==> src/rtl/adc_sp_pkg.sv <==
package adc_sp_pkg;

    localparam int HALF_W = 4;

    typedef enum logic [1:0] {
        SPD_SINGLE = 2'b00,
        SPD_DOUBLE = 2'b01,
        SPD_QUAD   = 2'b10,
        SPD_RSVD   = 2'b11
    } spd_e;

    // half bit-clock period in core cycles
    function automatic logic [HALF_W-1:0] half_len(input logic [1:0] spd, input logic dbl);
        logic [HALF_W-1:0] b;
        case (spd_e'(spd))
            SPD_DOUBLE: b = HALF_W'(2);
            SPD_QUAD:   b = HALF_W'(1);
            default:    b = HALF_W'(4);
        endcase
        return dbl ? (b << 1) : b;
    endfunction

endpackage

==> src/rtl/adc_sp_tick.sv <==
module adc_sp_tick #(
    parameter int CNT_W = 4
) (
    input  logic             clk,
    input  logic             rst_n,
    input  logic             en,
    input  logic [CNT_W-1:0] len,
    output logic             tick
);
    typedef struct packed {
        logic [CNT_W-1:0] cnt;
    } st_t;

    st_t st_d, st_q;

    always_comb begin
        st_d = st_q;
        tick = 1'b0;
        if (!en) begin
            st_d.cnt = '0;
        end else if (st_q.cnt >= len - 1'b1) begin
            tick     = 1'b1;
            st_d.cnt = '0;
        end else begin
            st_d.cnt = st_q.cnt + 1'b1;
        end
    end

    always_ff @(posedge clk or negedge rst_n) begin
        if (!rst_n) st_q <= '0;
        else        st_q <= st_d;
    end
endmodule

==> src/rtl/adc_sp_sync.sv <==
module adc_sp_sync #(
    parameter int STAGES = 2
) (
    input  logic clk,
    input  logic rst_n,
    input  logic sclk_in,
    input  logic lrck_in,
    output logic fall,
    output logic lrck_lvl
);
    typedef struct packed {
        logic [STAGES-1:0] sck;
        logic [STAGES-1:0] lrk;
        logic              prev;
    } st_t;

    st_t st_d, st_q;

    always_comb begin
        st_d = st_q;
        for (int i = 0; i < STAGES; i++) begin
            if (i == 0) begin
                st_d.sck[i] = sclk_in;
                st_d.lrk[i] = lrck_in;
            end else begin
                st_d.sck[i] = st_q.sck[i-1];
                st_d.lrk[i] = st_q.lrk[i-1];
            end
        end
        st_d.prev = st_q.sck[STAGES-1];
        fall      = st_q.prev & ~st_q.sck[STAGES-1];
        lrck_lvl  = st_q.lrk[STAGES-1];
    end

    always_ff @(posedge clk or negedge rst_n) begin
        if (!rst_n) begin
            st_q.sck  <= '1;
            st_q.lrk  <= '0;
            st_q.prev <= 1'b1;
        end else begin
            st_q <= st_d;
        end
    end
endmodule

==> src/rtl/adc_sp_ser.sv <==
module adc_sp_ser #(
    parameter int SMP_W       = 24,
    parameter int SLOT_N      = 32,
    parameter int MUTE_FRAMES = 2
) (
    input  logic             clk,
    input  logic             rst_n,
    input  logic             master,
    input  logic             fmt_lj,
    input  logic             adv,
    input  logic             s_fall,
    input  logic             s_lrck,
    input  logic [SMP_W-1:0] hold_l,
    input  logic [SMP_W-1:0] hold_r,
    output logic             sclk_o,
    output logic             lrck_o,
    output logic             sdout
);
    localparam int POS_W  = $clog2(2 * SLOT_N);
    localparam int MUTE_W = $clog2(MUTE_FRAMES + 2);
    localparam int IDX_W  = $clog2(SMP_W);
    localparam logic [POS_W-1:0] POS_LAST = POS_W'(SLOT_N - 1);
    localparam logic [POS_W-1:0] POS_MAX  = POS_W'(2 * SLOT_N - 1);
    localparam logic [MUTE_W-1:0] MUTE_N  = MUTE_W'(MUTE_FRAMES);

    typedef struct packed {
        logic              half;
        logic [POS_W-1:0]  pos;
        logic              left;
        logic              lr_last;
        logic [SMP_W-1:0]  fl;
        logic [SMP_W-1:0]  fr;
        logic [MUTE_W-1:0] mcnt;
        logic              sd;
    } st_t;

    st_t st_d, st_q;

    function automatic logic pick(input logic [SMP_W-1:0] w, input logic [POS_W-1:0] p,
                                  input logic lj);
        int k;
        logic [IDX_W-1:0] idx;
        k = lj ? int'(p) : int'(p) - 1;
        if (k < 0 || k >= SMP_W) return 1'b0;
        idx = IDX_W'(SMP_W - 1 - k);
        return w[idx];
    endfunction

    logic             fall;
    logic [POS_W-1:0] npos;
    logic             nleft;
    logic [SMP_W-1:0] wl, wr;

    always_comb begin
        st_d  = st_q;
        fall  = 1'b0;
        npos  = st_q.pos;
        nleft = st_q.left;
        wl    = st_q.fl;
        wr    = st_q.fr;
        if (master) begin
            if (adv) begin
                st_d.half = ~st_q.half;
                if (st_q.half) begin
                    fall = 1'b1;
                    if (st_q.pos >= POS_LAST) begin
                        npos  = '0;
                        nleft = ~st_q.left;
                    end else begin
                        npos = st_q.pos + 1'b1;
                    end
                end
            end
        end else if (s_fall) begin
            fall         = 1'b1;
            nleft        = fmt_lj ? s_lrck : ~s_lrck;
            st_d.lr_last = s_lrck;
            if (s_lrck != st_q.lr_last) npos = '0;
            else if (st_q.pos != POS_MAX) npos = st_q.pos + 1'b1;
        end
        if (fall) begin
            st_d.pos  = npos;
            st_d.left = nleft;
            if (npos == '0 && nleft) begin
                if (st_q.mcnt < MUTE_N) begin
                    wl        = '0;
                    wr        = '0;
                    st_d.mcnt = st_q.mcnt + 1'b1;
                end else begin
                    wl = hold_l;
                    wr = hold_r;
                end
                st_d.fl = wl;
                st_d.fr = wr;
            end
            st_d.sd = pick(nleft ? wl : wr, npos, fmt_lj);
        end
    end

    always_ff @(posedge clk or negedge rst_n) begin
        if (!rst_n) begin
            st_q      <= '0;
            st_q.half <= 1'b1;
            st_q.pos  <= POS_LAST;
        end else begin
            st_q <= st_d;
        end
    end

    assign sclk_o = master & st_q.half;
    assign lrck_o = master & (fmt_lj ? st_q.left : ~st_q.left);
    assign sdout  = st_q.sd;
endmodule

==> src/rtl/adc_serial_port.sv <==
module adc_serial_port #(
    parameter int SMP_W       = 24,
    parameter int SLOT_N      = 32,
    parameter int MUTE_FRAMES = 2,
    parameter int SYNC_STAGES = 2
) (
    input  logic             clk,
    input  logic             rst_n,
    input  logic             ms_master,
    input  logic             pre_div,
    input  logic [1:0]       spd_sel,
    input  logic             fmt_lj,
    input  logic             smp_valid,
    input  logic [SMP_W-1:0] smp_left,
    input  logic [SMP_W-1:0] smp_right,
    input  logic             ovf_left,
    input  logic             ovf_right,
    input  logic             sclk_i,
    input  logic             lrck_i,
    output logic             sclk_o,
    output logic             lrck_o,
    output logic             clk_oe,
    output logic             sdout,
    output logic             ovf_o
);
    import adc_sp_pkg::*;

    typedef struct packed {
        logic [SMP_W-1:0] hl;
        logic [SMP_W-1:0] hr;
        logic             ovf;
    } st_t;

    st_t st_d, st_q;

    logic [HALF_W-1:0] hlen;
    logic              adv;
    logic              s_fall;
    logic              s_lrck;

    always_comb begin
        st_d = st_q;
        if (smp_valid) begin
            st_d.hl  = smp_left;
            st_d.hr  = smp_right;
            st_d.ovf = ovf_left | ovf_right;
        end
        hlen = half_len(spd_sel, pre_div & ms_master);
    end

    always_ff @(posedge clk or negedge rst_n) begin
        if (!rst_n) st_q <= '0;
        else        st_q <= st_d;
    end

    adc_sp_tick #(.CNT_W(HALF_W)) u_tick (
        .clk   (clk),
        .rst_n (rst_n),
        .en    (ms_master),
        .len   (hlen),
        .tick  (adv)
    );

    adc_sp_sync #(.STAGES(SYNC_STAGES)) u_sync (
        .clk      (clk),
        .rst_n    (rst_n),
        .sclk_in  (sclk_i),
        .lrck_in  (lrck_i),
        .fall     (s_fall),
        .lrck_lvl (s_lrck)
    );

    adc_sp_ser #(
        .SMP_W       (SMP_W),
        .SLOT_N      (SLOT_N),
        .MUTE_FRAMES (MUTE_FRAMES)
    ) u_ser (
        .clk     (clk),
        .rst_n   (rst_n),
        .master  (ms_master),
        .fmt_lj  (fmt_lj),
        .adv     (adv),
        .s_fall  (s_fall),
        .s_lrck  (s_lrck),
        .hold_l  (st_q.hl),
        .hold_r  (st_q.hr),
        .sclk_o  (sclk_o),
        .lrck_o  (lrck_o),
        .sdout   (sdout)
    );

    assign clk_oe = ms_master;
    assign ovf_o  = st_q.ovf;
endmodule

==> config.mk <==
export PLATFORM = sky130hd
export DESIGN_NAME = adc_serial_port
export DESIGN_NICKNAME = d
export VERILOG_FILES = /design/src/rtl/adc_sp_pkg.sv /design/src/rtl/adc_sp_tick.sv /design/src/rtl/adc_sp_sync.sv /design/src/rtl/adc_sp_ser.sv /design/src/rtl/adc_serial_port.sv
export SDC_FILE = /design/constraint.sdc
export NUM_CORES = 1
export LEC_CHECK = 0
export BUFFER_PORTS_ARGS = -buffer_cell sky130_fd_sc_hd__buf_2
export CORE_MARGIN = 1.5
export CORE_UTILIZATION = 31
export DETAILED_ROUTE_END_ITERATION = 6
export MAX_ROUTING_LAYER = met4
export PLACE_DENSITY = 0.52
export SYNTH_ARGS = -nofsm -noshare
export SYNTH_HDL_FRONTEND = slang
export SYNTH_SLANG_ARGS = --single-unit
==> constraint.sdc <==
create_clock -name clk -period 4.5 [get_ports clk]
set_input_delay 0.45 -clock clk [delete_from_list [all_inputs] [get_ports clk]]
set_output_delay 0.45 -clock clk [all_outputs]
set_load 0.03 [all_outputs]
* Word-level counts from Yosys, hierarchy flattened
Cells that the tools add are included.
** Cells by class
- Div/mod/pow operators :: 0
- Multiply operators :: 0
- Equal/unequal tests :: 4
- Shift operators :: 0
- Bitwise logic cells :: 10
- Reductions and logical operators :: 7
- Mux-type cells :: 38
- Add/subtract/negate cells :: 6
- $lt $le $gt $ge :: 6
** Operator list (number)
- 2-to-1 mux 24 bit :: 7
- 2-to-1 mux 6 bit :: 7
- >= comparator 32 x 6 -> 1 bit, second input constant :: 1
- < comparator 32 x 1 -> 1 bit, second input constant :: 1
- 2-to-1 mux 32 bit :: 1
- 2-to-1 mux 1 bit :: 18
- 2-to-1 mux 4 bit :: 3
- subtractor 6 x 1 -> 7 bit, second input constant :: 1
- adder 6 x 1 -> 6 bit, second input constant :: 1
- >= comparator 6 x 5 -> 1 bit, second input constant :: 1
- zero test 6 bit :: 1
- < comparator 5 x 6 -> 1 bit, second input constant :: 1
- inequality test 6 bit, second input constant :: 1
- case mux 3 bit (2 select lines) :: 1
- AND reduction 2 bit :: 3
- binary-select mux 1 bit (select 5 bit) :: 1
- inverter 1 bit :: 5
- subtractor 5 bit, first input constant :: 1
- adder 4 x 1 -> 4 bit, second input constant :: 1
- AND 1 bit :: 4
- >= comparator 4 bit :: 1
- subtractor 4 x 1 -> 4 bit, second input constant :: 1
- AND reduction 3 bit :: 1
- adder 2 x 1 -> 2 bit, second input constant :: 1
- 7 further kinds :: 7
** Storage, ports and cells
- Register bits after elaboration :: 118
- Memories :: 0
- Bits in writable memories :: 0
- Memory bits (read-only) :: 0
- Input port bits :: 60
- Logic and storage cells :: 86
- Bits in latches :: 0
- Output and inout bits :: 5

* Logic depth before layout (Yosys ltp)
Gate-level depths: netlist (run 1).
- Depth after elaboration :: 17
- Depth in mapped cells :: 20

* Modules after synthesis
A second synthesis (run 1) with hierarchy kept.
** Unflattened totals
- Cells, all modules :: 643
- Area, all modules :: 6520.0 um2
** By module, submodules not included
- adc_sp_ser :: times used 1, sequential area each 1508.9 um2, area an instance 3926.3 um2, cells each 491
- adc_serial_port :: times used 1, sequential area each 1226.2 um2, area an instance 2149.6 um2, cells each 116
- adc_sp_tick :: times used 1, sequential area each 100.1 um2, area an instance 301.5 um2, cells each 30
- adc_sp_sync :: times used 1, sequential area each 128.9 um2, area an instance 142.6 um2, cells each 6

* Worst setup path after synthesis (run 1)
No wires, ideal clock.
- Path type :: input to register
- Start :: input port spd_sel[0]
- End :: register u_ser.st_q (netlist bit u_ser.sdout)
- Setup time :: 0.110 ns
- Cell stages on the path :: 20
- Arrival time :: 4.160 ns
- Buffers on the path :: 0
- Setup slack :: 0.230 ns
- Required time :: 4.390 ns
- Cell sequence :: inv_1 -> ha_1 -> or3_1 -> a21oi_1 -> a21oi_1 -> ha_1 -> o211ai_1 -> o21ai_2 -> a21o_1 -> o211ai_4 -> inv_1 -> ha_1 -> nor2b_1 -> nand3_1 -> xnor2_1 -> ha_1 -> a31oi_1 -> o2111ai_1 -> o41a_1 -> o41ai_1
** On the way
- Word-level cells in the longest chain between the ends :: 17
- Elaborated cells on any way between the ends :: 32
** Ends and longest elaborated chain
- start: declaration :: RTL line adc_serial_port.sv:11 : input logic [1:0] spd_sel,
- == test 2 bit / == test 2 x 1 -> 1 bit (equally long branches) :: RTL line adc_sp_pkg.sv:15 : case (spd_e'(spd))
- case mux 3 bit (2 select lines) (*) :: RTL line adc_sp_pkg.sv:15
- 2-to-1 mux 4 bit (*) :: RTL line adc_sp_pkg.sv:20 : return dbl ? (b << 1) : b;
- subtractor 4 x 1 -> 4 bit (*) :: RTL line adc_sp_tick.sv:21 : end else if (st_q.cnt >= len - 1'b1) begin
- >= comparator 4 bit (*) :: RTL line adc_sp_tick.sv:21
- 2-to-1 mux 1 bit (*) :: RTL line adc_sp_tick.sv:21
- 2-to-1 mux 1 bit (*) :: RTL line adc_sp_tick.sv:19 : if (!en) begin
- parallel branches: the longest is 10 deep, another holds < comparator 32 x 1 -> 1 bit
- end signal: assignment :: RTL line adc_sp_ser.sv:106 : st_q <= st_d;
- end: declaration :: RTL line adc_sp_ser.sv:37 : st_t st_d, st_q;
Mark *: on every way between the ends. The select of a mux whose other input is x is not followed.
A chain may end at the register's enable or synchronous reset.

* Worst setup path after layout (run 1)
Same ends and word-level chain as after synthesis.

==> results.ini, run 1 <==
[min_path]
whs_path_depth=1
hold_start=sclk_i
hold_end=u_sync.st_d[4]
min_path_type=in -> reg

[setup_path]
cp-start-kind=input port
rr_endpoint=u_ser.sdout
reg2reg_depth=15
worstPathArrival_ns=4.48
r2r_start=u_ser.st_q[53]
critPathKind=in -> reg
required_ns=4.79
rrSetupSlack_ns=0.70
critPathMaxFanout=6
endpoint_kind=flop

[yosys]
async_reset_ff_share_pct=100.0
seq_area_frac_synth_pct=47.92
yosysWarnings=0
synthXorXnorAreaFrac_pct=2.811
synthSimpleGateAreaFrac_pct=15.64
avgSynthCellArea_um2=10.17
synth_nets=680
netlist_area_um2=6186
synth-edff-count=0
synth_top_flop_cell=dfrtp_1
syn_inst=608
synth_compound_area_share_pct=14.93
muxShareOfSynthArea_pct=12.10
ys_ff_latch=118
synth_top_family_by_area=simple AND/OR/NAND/NOR gates
synth.distinct_cells=74
synth_adder_area_share_pct=2.427

[clock_network]
clockBufferDepth=2
clk_latency_ns=0.42
cts_root_buf=clkbuf_16
post_cts_buffers=0
cts_max_level=4
numCtsBuffers=17
cts_tree=built
path_clk_slew_ns=0.05
numClockSinks=118

[route]
drt_iter0_drc=228
ant_nets=0
wl_per_cell_um=15.29
avgViaCountPerCell=4.908
drc=0
drt_pre_antenna_iters=4
routed_wirelength_mm=14.55
vias=4672

[sta]
hold_slack_ns=0.1361
slew_violations=0
hold_viol=0
setup_slack_ns=0.3092
rsz0062_at_grt=false
finalClockSkew_ns=0.004964
fmax_mhz=238.6
period_needed_ns=4.191
relSlewSlack_pct=28.15
tightest_slew_ns=1.078
setup_viol=0
timing.final.crit_share_pct=93.13

[power_and_ir_drop]
powerDensity_nw_per_um2=575.9
p_leak_nw=3.206
vdd_drop_max_uv=300.1
power_mw=4.254

[cells_and_area]
finalNetCount=746
drive_gt1_share_pct=29.84
fill_cells=1970
layout_common_cells=nand2_1 (132), dfrtp_1 (109), buf_2 (63), o21ai_0 (56), mux2_2 (52)
final_common_cell=nand2_1
area_growth_pct=19.42
antenna_cells=0

[grt]
grt_pass1_wl_mm=23.96
grt_pass1_vias=4753
grt_max_degree=98
grt-ovfl-total=0
antenna_found_initial=0
grtUsageTotal_pct=15.25

[floorplanning]
core.rowCount=51
die-area_um2=20810
design.core.area_um2=19530
initial_core_util_pct=31.68
die_w_um=144.3
dieHeight_um=144.3
top_level_ports=65

[place]
io_buffers=64
hpwl_mm=10.22
place_congestion=0.8793
dp_slack_ns=-0.1303

[status]
status=finished, final reports clean

[job]
drv_cap=0

## timing repair
action                                  in CTS  in global routing
gates resized for setup                      0                  2
hold buffers                                 1                  0
endpoints found under the hold margin        1                  0
endpoints found under the setup margin       0                  1
## how the worst max path moves through the flow
stage	startpoint	endpoint	slack, ns	depth (start not counted)
detailed placement	spd_sel[0]	u_ser.sdout	-0.13	21
floorplan	spd_sel[0]	u_ser.sdout	0.23	20
global route	spd_sel[0]	u_ser.sdout	0.005	20
global placement	spd_sel[0]	u_ser.sdout	0.02	21
finish	spd_sel[0]	u_ser.sdout	0.31	19
CTS	spd_sel[0]	u_ser.sdout	0.27	21
## area by class of cell
cell class | instances | area, um2 | share of cell area (%)
Inverter | 12 | 45.04 | 0.6098
Multi-Input combinational cell | 436 | 2978 | 40.31
Clock buffer | 23 | 478.0 | 6.470
Sequential cell | 118 | 2964 | 40.13
Timing Repair Buffer | 89 | 538.0 | 7.283
Clock inverter | 9 | 52.55 | 0.7114
Tap cell | 265 | 331.6 | 4.488
## synth_stat cells, types with 11 or more instances
cell type,n,share of area [%]
a21oi_1,16,1.3
buf_2,12,0.97
clkbuf_1,22,1.3
dfrtp_1,109,44
ha_1,12,2.4
inv_1,11,0.67
mux2_2,52,9.5
mux2i_1,14,2.3
nand2_1,132,8.0
nand3_1,16,1.3
nor2_1,21,1.3
o21ai_0,56,4.5
## report_power, final
group / switching, mW / internal (mW) / leakage (nW) / total [mW]
clock network: 0.463 / 0.739 / 0.259 / 1.20
logic: 0.849 / 0.651 / 1.48 / 1.50
registers: 0.222 / 1.33 / 1.46 / 1.55
## cell families after synthesis
| kind of cell | count (synthesis) |
|---|---|
| fa+ha+maj | 12 |
| simple gates | 208 |
| mux | 67 |
| xor+xnor | 16 |
| compound gates | 133 |
| buf+inv | 54 |
| flops | 118 |
## through the flow
stage	std cells	area (um2)	utilization [%]	setup TNS [ns]
after CTS	952	7377	37.78	0
after floorplan	608	6186	-	0
final	952	7387	37.83	0
after global routing	952	7387	37.83	0
after global placement	919	6837	35.01	0
after detailed placement	919	6837	35.01	-0.1303
## sequential cells by signal (all words and copies together), names as in the netlist
signal / cells
u_ser.st_q: 59
st_q: 48
u_tick.st_q: 4
u_sync.st_d: 3
ovf_o: 1
u_ser.sdout: 1
u_sync.lrck_lvl: 1
u_sync.st_q: 1
## routing by layer
metal | part of all wire (%) | track usage, %
met1 | 47 | 18.83
met2 | 48 | 24.10
met3 | 3.4 | 3.940
met4 | 1.8 | 5.582
met5 | 0 | -
## worst max-delay path, cell delays in order
cell	delay, ns
buf_2	0.10
inv_1	0.06
ha_1	0.30
or3_1	0.37
a21oi_1	0.15
a21oi_1	0.06
ha_1	0.30
a21oi_1	0.25
o21ai_2	0.14
buf_4	0.18
and4_1	0.20
nor3_2	0.31
and3_4	0.27
nor3b_4	0.33
nand2_1	0.15
o221ai_1	0.23
a21boi_1	0.11
o41a_1	0.42
o41ai_1	0.08
Note: power is estimated with default switching activity, not from simulation.
==> inputs of run 2 (changes only) <==
--- a/config.mk
+++ b/config.mk
@@ -6,9 +6,11 @@
 export NUM_CORES = 1
 export LEC_CHECK = 0
 export BUFFER_PORTS_ARGS = -buffer_cell sky130_fd_sc_hd__buf_2
+export CAP_MARGIN = 20
 export CORE_MARGIN = 1.5
 export CORE_UTILIZATION = 31
 export DETAILED_ROUTE_END_ITERATION = 6
+export GPL_TIMING_DRIVEN = 0
 export MAX_ROUTING_LAYER = met4
 export PLACE_DENSITY = 0.52
 export SYNTH_ARGS = -nofsm -noshare
==> run 2 against run 1 <==
Sequential power decreased by 3%. Clock power increased by 16%. Highest routed layer unchanged. Die area unchanged. Sequential cell count unchanged. Clock-buffer cell count decreased by 2. Largest power group is now combinational logic. First-iteration DRC count decreased by 22%. Critical path depth increased by 1. Utilization increased by 1.9 points. Total power increased by 9.5%.
==> results.ini, run 2 (same netlist as run 1, synthesis figures left out) <==
[status]
status=finished, final reports clean

[setup_path]
cp-start-kind=input port
critPathKind=in -> reg
required_ns=4.80
rrSetupSlack_ns=0.77
critPathMaxFanout=7
endpoint_kind=flop
worstPathArrival_ns=4.65

[power_and_ir_drop]
power_frac_seq_pct=32.2
p_leak_nw=3.361
p_clk_share_pct=29.9
power.internal_mw=2.946
powerDensity_nw_per_um2=600.4
switchingPower_mw=1.712
pwr-share-comb_pct=37.9
power_mw=4.659
swShare_pct=36.76
vdd_drop_max_uv=298.7

[grt]
antenna_found_initial=0
grt_pass1_wl_mm=26.94
grtUsageTotal_pct=17.70
grt_pass1_vias=5033
grt-ovfl-total=0
grt_max_degree=99

[route]
routed_wirelength_mm=16.70
wl_per_cell_um=16.93
drt_pre_antenna_iters=4
avgViaCountPerCell=4.968
ant_nets=0
drc=0
drt_iter0_drc=178
vias=4898

[job]
drv_cap=0

[cells_and_area]
top_register=u_ser.st_q
antenna_cells=0
layout_common_cells=nand2_1 (132), dfrtp_1 (109), buf_2 (72), o21ai_0 (56), mux2_2 (52)
fin_area_um2=7759
largest_register_ffs=59
fin_cells=986
drive_gt1_share_pct=32.59
finalNetCount=780
reg_top3=u_ser.st_q: 59 flops, st_q: 48 flops, u_tick.st_q: 4 flops
final_common_cell=nand2_1
area_growth_pct=25.42
fill_cells=1971

[sta]
slew_violations=0
timing.final.crit_share_pct=96.71
tns_ns=0
fmax_mhz=229.8
period_needed_ns=4.352
finalClockSkew_ns=0.006178
tightest_slew_ns=0.8105
hold_viol=0
relSlewSlack_pct=45.40
setup_viol=0
rsz0062_at_grt=true
hold_slack_ns=0.1370

[place]
post-place-cells=937
dpl-instance-area_um2=6867
hpwl_mm=12.11
io_buffers=63
place_congestion=0.9355

[clock_network]
path_clk_slew_ns=0.06
cts_root_buf=clkbuf_16
numClockSinks=118
cts_tree=built
numCtsBuffers=17
clk_latency_ns=0.42
clockBufferDepth=2
cts_max_level=4

[floorplanning]
initial_core_util_pct=31.68
core.rowCount=51
top_level_ports=65
design.core.area_um2=19530
die-area_um2=20810
dieHeight_um=144.3
die_w_um=144.3

[min_path]
min_path_type=in -> reg

[run 2: cell count changes in the layout (fill, tap and decap cells not counted), moves of 3 or more]
cell	before	now
clkbuf_1	3	20
buf_2	63	72
buf_6	0	6
clkinv_2	6	0
inv_6	0	6
buf_4	23	19
o221ai_1	4	1
o221ai_2	0	3
[run 2: final timing paths]
| kind | start | to | depth (start not counted) |
|---|---|---|---|
| worst max-delay path | spd_sel[0] | u_ser.sdout | 20 |
| worst min-delay path | sclk_i | u_sync.st_d[4] | 1 |
| worst max register to register | u_ser.st_q[53] | u_ser.sdout | 16 |
| worst min register to register | u_sync.st_d[2] | u_sync.lrck_lvl | 0 |
| max in group asynchronous | rst_n | u_ser.st_q[10] | 3 |
| min in group asynchronous | rst_n | u_ser.st_q[58] | 2 |
[run 2: repair_timing]
item | CTS | global route
hold buffers | 1 | 0
hold endpoints to repair | 16 | 0
resized for setup | 6 | 26
pin swaps | 3 | 12
endpoints found under the setup margin | 36 | 36
buffers inserted | 5 | 11
[run 2: stage by stage]
step / utilization [%] / setup WS (ns)
2_1_floorplan: - / 0.2302
3_3_place_gp: 34.99 / -1.213
3_5_place_dp: 35.17 / -1.314
4_1_cts: 38.68 / 0.01085
5_1_grt: 39.73 / -0.04151
6_report: 39.73 / 0.1478
[run 2: cell type report]
class,instances,area (um2),share of cell area [%]
buffer,42,227.7,2.935
clock buffer,21,480.5,6.193
clock inverter,11,135.1,1.742
inverter,12,45.04,0.5806
multi-input combinational,436,3095,39.90
sequential,118,2964,38.20
tap,265,331.6,4.274
timing repair buffer,81,479.2,6.176
[run 2: worst max-delay path, stage by stage]
cell and delay (ns):
buf_2 0.12, inv_1 0.08, ha_2 0.31, or3_1 0.40
a21oi_2 0.16, a21oi_1 0.06, ha_1 0.35, o211ai_1 0.21
o21ai_4 0.11, buf_4 0.17, and4_1 0.21, nor3_4 0.31
and3_4 0.25, nor3b_4 0.34, buf_6 0.19, nand2_1 0.10
o221ai_2 0.22, a21boi_1 0.10, o41a_1 0.44, o41ai_2 0.07
[run 2: power by group through the flow]
| stage | clock network, mW | registers, mW | logic [mW] |
|---|---|---|---|
| floorplan | 0 | 1.46 | 1.12 |
| global placement | 0 | 1.51 | 1.53 |
| detailed placement | 0 | 1.52 | 1.56 |
| CTS | 1.42 | 1.50 | 1.61 |
| global route | 1.48 | 1.54 | 1.95 |
| finish | 1.39 | 1.50 | 1.76 |
[run 2: routing by layer]
metal	share of wire (%)	GRT usage (%)
met1	45	21.16
met4	2.2	6.858
met5	0	-
met3	3.3	3.675
met2	49	29.34
